<file path="config.mk">
export PLATFORM = sky130hd
export DESIGN_NAME = loop_seq
export DESIGN_NICKNAME = d
export VERILOG_FILES = /design/src/rtl/loop_seq.sv
export SDC_FILE = /design/constraint.sdc
export NUM_CORES = 1
export LEC_CHECK = 0
export ABC_AREA = 1
export BUFFER_PORTS_ARGS = -buffer_cell sky130_fd_sc_hd__buf_2
export CORE_ASPECT_RATIO = 0.8
export CORE_MARGIN = 4
export CORE_UTILIZATION = 33
export DETAILED_ROUTE_END_ITERATION = 10
export GPL_TIMING_DRIVEN = 0
export SKIP_CTS_REPAIR_TIMING = 1
export SLEW_MARGIN = 10
export SYNTH_ARGS = -nofsm -noshare
export SYNTH_HDL_FRONTEND = slang
export SYNTH_SLANG_ARGS = --single-unit
export TNS_END_PERCENT = 100
</file>
<file path="constraint.sdc">
create_clock -name clk -period 6 [get_ports clk]
set_input_delay 0.9 -clock clk [delete_from_list [all_inputs] [get_ports clk]]
set_output_delay 0.9 -clock clk [all_outputs]
set_load 0.005 [all_outputs]
</file>
<file path="src/rtl/loop_seq.sv">
module loop_seq #(
  parameter int DW = 16,
  parameter int AW = 16,
  parameter int DEPTH = 8,
  localparam int PW = $clog2(DEPTH + 1),
  localparam int TW = (DEPTH > 1) ? $clog2(DEPTH) : 1
) (
  input  logic          clk,
  input  logic          rst,
  input  logic [2:0]    op,
  input  logic [AW-1:0] pc,
  input  logic [DW-1:0] arg_index,
  input  logic [DW-1:0] arg_limit,
  input  logic [AW-1:0] exit_addr,
  output logic [AW-1:0] next_pc,
  output logic          br_taken,
  output logic [DW-1:0] loop_index,
  output logic [DW-1:0] loop_limit,
  output logic [PW-1:0] loop_depth,
  output logic          ovf,
  output logic          unf
);

  localparam logic [2:0] OP_DO    = 3'd1;
  localparam logic [2:0] OP_FOR   = 3'd2;
  localparam logic [2:0] OP_LOOP  = 3'd3;
  localparam logic [2:0] OP_NEXT  = 3'd4;
  localparam logic [2:0] OP_LEAVE = 3'd5;

  logic [DW-1:0] idx_mem [DEPTH];
  logic [DW-1:0] lim_mem [DEPTH];
  logic [AW-1:0] adr_mem [DEPTH];
  logic [PW-1:0] depth;

  wire empty = (depth == '0);
  wire full  = (depth == PW'(DEPTH));
  wire [TW-1:0] top  = TW'(depth - 1'b1);
  wire [TW-1:0] slot = TW'(depth);
  wire [DW-1:0] idx_top = idx_mem[top];
  wire [DW-1:0] lim_top = lim_mem[top];
  wire [AW-1:0] adr_top = adr_mem[top];
  wire [DW-1:0] idx_inc = idx_top + 1'b1;
  wire [DW-1:0] idx_dec = idx_top - 1'b1;
  wire [AW-1:0] pc_inc  = pc + 1'b1;

  assign loop_index = empty ? '0 : idx_top;
  assign loop_limit = empty ? '0 : lim_top;
  assign loop_depth = depth;

  always_ff @(posedge clk) begin
    if (rst) begin
      depth    <= '0;
      ovf      <= 1'b0;
      unf      <= 1'b0;
      next_pc  <= '0;
      br_taken <= 1'b0;
    end else begin
      next_pc  <= pc_inc;
      br_taken <= 1'b0;
      case (op)
        OP_DO, OP_FOR: begin
          if (full) ovf <= 1'b1;
          else begin
            idx_mem[slot] <= arg_index;
            lim_mem[slot] <= (op == OP_DO) ? arg_limit : '0;
            adr_mem[slot] <= pc_inc;
            depth <= depth + 1'b1;
          end
        end
        OP_LOOP: begin
          if (empty) unf <= 1'b1;
          else if (idx_inc == lim_top) depth <= depth - 1'b1;
          else begin
            idx_mem[top] <= idx_inc;
            next_pc  <= adr_top;
            br_taken <= 1'b1;
          end
        end
        OP_NEXT: begin
          if (empty) unf <= 1'b1;
          else if (idx_top == '0) depth <= depth - 1'b1;
          else begin
            idx_mem[top] <= idx_dec;
            next_pc  <= adr_top;
            br_taken <= 1'b1;
          end
        end
        OP_LEAVE: begin
          if (empty) unf <= 1'b1;
          else begin
            depth    <= depth - 1'b1;
            next_pc  <= exit_addr;
            br_taken <= 1'b1;
          end
        end
        default: ;
      endcase
    end
  end

endmodule

</file>
==> results_dict.tcl <==
set metrics [dict create \
    max_cap_viol_count 0 \
    end_kind "output port" \
    cts_tree "built" \
    htree_levels 2 \
    worstPathMaxFanout 19 \
    rsz0062_at_grt "false" \
    synth_ff_type "edfxtp_1" \
    dp.cells 2936 \
    die-area_um2 62800 \
    drive_above_1_share_pct 15.8 \
    most-common-layout-cells "nand2_1, edfxtp_1, nor2_1" \
    grt_max_degree 19 \
    status "finished, final reports clean" \
    pin_count 124 \
    core_um2 58200 \
    synth-simple-area-share_pct 20.1 \
    drt-initial-drc-count 1868 \
    setup_violations 0 \
    clock_path_buffers 3 \
    diodes 0 \
    antenna_found_initial 0 \
    wl_mm 64.1 \
    syn_nets 2084 \
    post-route-drc-count 0 \
    dpl.hpwl_mm 45.4 \
    power_mw 8.74 \
    clockRootBuffer "clkbuf_16" \
    vias_per_cell 5.23 \
    grt_pass1_vias 15000 \
    clk_pin_slew_ns 0.06 \
    final_common_cell "nand2_1" \
    synth_edf_count 384 \
    max_freq_ghz 0.173 \
    fillers 5649 \
    ys_ff_latch 407 \
    cts.sinks 407 \
    grt_pass1_wl_mm 94.6 \
    insertion_delay_ns 0.59 \
    synth_xor_area_share_pct 1.41 \
    yosysWarnings 0 \
    fp.dieH_um 225 \
    synth_mux_area_share_pct 0.0516 \
    p_leak_nw 9.28 \
    syn_avg_cell_area_um2 9.66 \
    gp_congestion 0.915 \
    startpoint_type "flip-flop" \
    num_rows 79 \
    layout_min_cycle_time_ns 5.77 \
    routedWlPerCell_um 21.2 \
    hold-worst-slack_ns 0.468 \
    fin_nets 2294 \
    yosys.area_share.adder_pct 0.322 \
    die_w_um 279 \
    ys_types 46 \
    detail-route-antenna-nets 0 \
    hold_viol 0 \
    hp-class "flip-flop to flip-flop" \
    slew_violations 0 \
    syn_inst 2010 \
    synthToLayoutAreaGrowth_pct 18.9 \
    power_density_nw_per_um2 379 \
    instances_no_fill 3021 \
    first_pass_iters 6 \
    seq_area_frac_synth_pct 61.8 \
    cts_made_buffers 42 \
    fin_crit_sh_pct 96.2 \
    yosysTopAreaCell "edfxtp_1" \
    postPlaceCellArea_um2 21400 \
    async_flop_share_pct 0 \
    final-seq-area_um2 12000 \
    synth_compound_area_share_pct 9.61 \
    slew_headroom_pct 17.5 \
    design_area_um2 23100 \
    fin_skew_ns 0.0219 \
    multi_input_area_um2 6300 \
    worst_pin_slew_ns 1.23 \
    cp.required_ns 5.10 \
    peakVddDrop_mv 0.191 \
    final_core_utilization_pct 39.7 \
    netlist_area_um2 19400 \
    path_class "flip-flop to output port" \
    arrival_ns 4.87 \
    synth.area.top_cells "edfxtp_1, nand2_1, nor2_1, inv_1, nand3_1" \
    grt-ovfl-total 0 \
    vias 15800 \
    start_util_pct 33.3 \
    synth_top_family_by_area "simple AND/OR/NAND/NOR gates" \
    synth_top_area_share_pct 59.4 \
    io_buffers 123 \
    gr-usage-all-layers_pct 19.9 \
]
stage by stage:
stage                     TNS, ns  setup WS, ns
after global placement    -908.75         -3.74
final                           0         0.228
after global routing            0       0.00815
after floorplan                 0         0.166
after detailed placement  -401.55         -1.89
after CTS                 -425.91         -1.95
final cells by class:
type	instances	share of cell area (%)
Timing Repair Buffer	167	4.77
Buffer	100	2.50
Multi-Input combinational cell	1300	27.3
Sequential cell	407	52.0
Tap cell	769	4.17
Clock inverter	22	1.02
Inverter	202	3.30
Clock buffer	54	5.01
worst paths after layout:
path              slack [ns]  cells after the start             to     startpoint
setup / recovery        0.23                     18  loop_limit[6]  loop_depth[0]
hold / removal          0.47                      2            ovf            ovf
setup reg to reg        0.28                     31  idx_mem[6][0]  loop_depth[0]
hold reg to reg         0.47                      2            ovf            ovf
per-layer routing:
layer	part of all wire (%)	global-route usage, %	routed length (µm)
met1	44	29.0	28100
met2	43	30.1	27900
met3	10	4.03	6390
met4	2.7	5.74	1700
met5	0	0	0
cells by family (layout without fill, tap and decap cells):
kind of cell    count (synthesis)  after routing
xor+xnor                       28             28
simple gates                  941            941
mux                             1              1
compound gates                325            325
fa+ha+maj                       5              5
flops                         407            407
buf+inv                       303            545
synth_stat cells, types with 2 or more instances:
master,number
nor4_1,3
buf_1,7
nand2_4,5
nand2_1,521
buf_2,33
nand4_1,6
clkbuf_1,39
nand3_1,146
o22ai_1,24
inv_2,5
nor3_1,12
o21ai_0,139
nand3_2,3
nand2_2,10
o211ai_1,6
o21ai_1,15
buf_4,11
ha_1,5
nor2_1,220
edfxtp_1,384
xor2_1,24
nor2_2,4
nor2_4,4
a21oi_1,87
a22oi_1,16
dfxtp_1,23
inv_1,196
buf_6,11
a32o_1,16
nand3b_1,2
or2_2,3
o21bai_1,4
a2111oi_0,13
sequential cells by signal, summed over array words and instances, names as in the netlist:
register    count
ovf             1
lim_mem       128
next_pc        16
unf             1
loop_depth      4
adr_mem       128
br_taken        1
idx_mem       128
power breakdown:
group / internal (mW) / switching (mW) / total [mW]
sequential: 3.19 / 0.0207 / 3.21
clock: 1.51 / 1.14 / 2.65
combinational: 0.818 / 2.07 / 2.89
total: 5.51 / 3.23 / 8.74
critical path, cell delays in order (launching register included):
cell and delay [ns]:
dfxtp_2 0.36, inv_4 0.14, buf_12 0.18, buf_6 0.17, clkbuf_4 0.22, buf_4 0.20
buf_4 0.20, ha_2 0.33, inv_2 0.06, clkbuf_4 0.22, buf_4 0.26, clkbuf_2 0.28
o21ai_0 0.13, o22ai_1 0.12, inv_1 0.06, o21ai_1 0.45, inv_1 0.23, nor2_1 0.39
buf_2 0.20
Note: power is estimated with default switching activity, not from simulation.
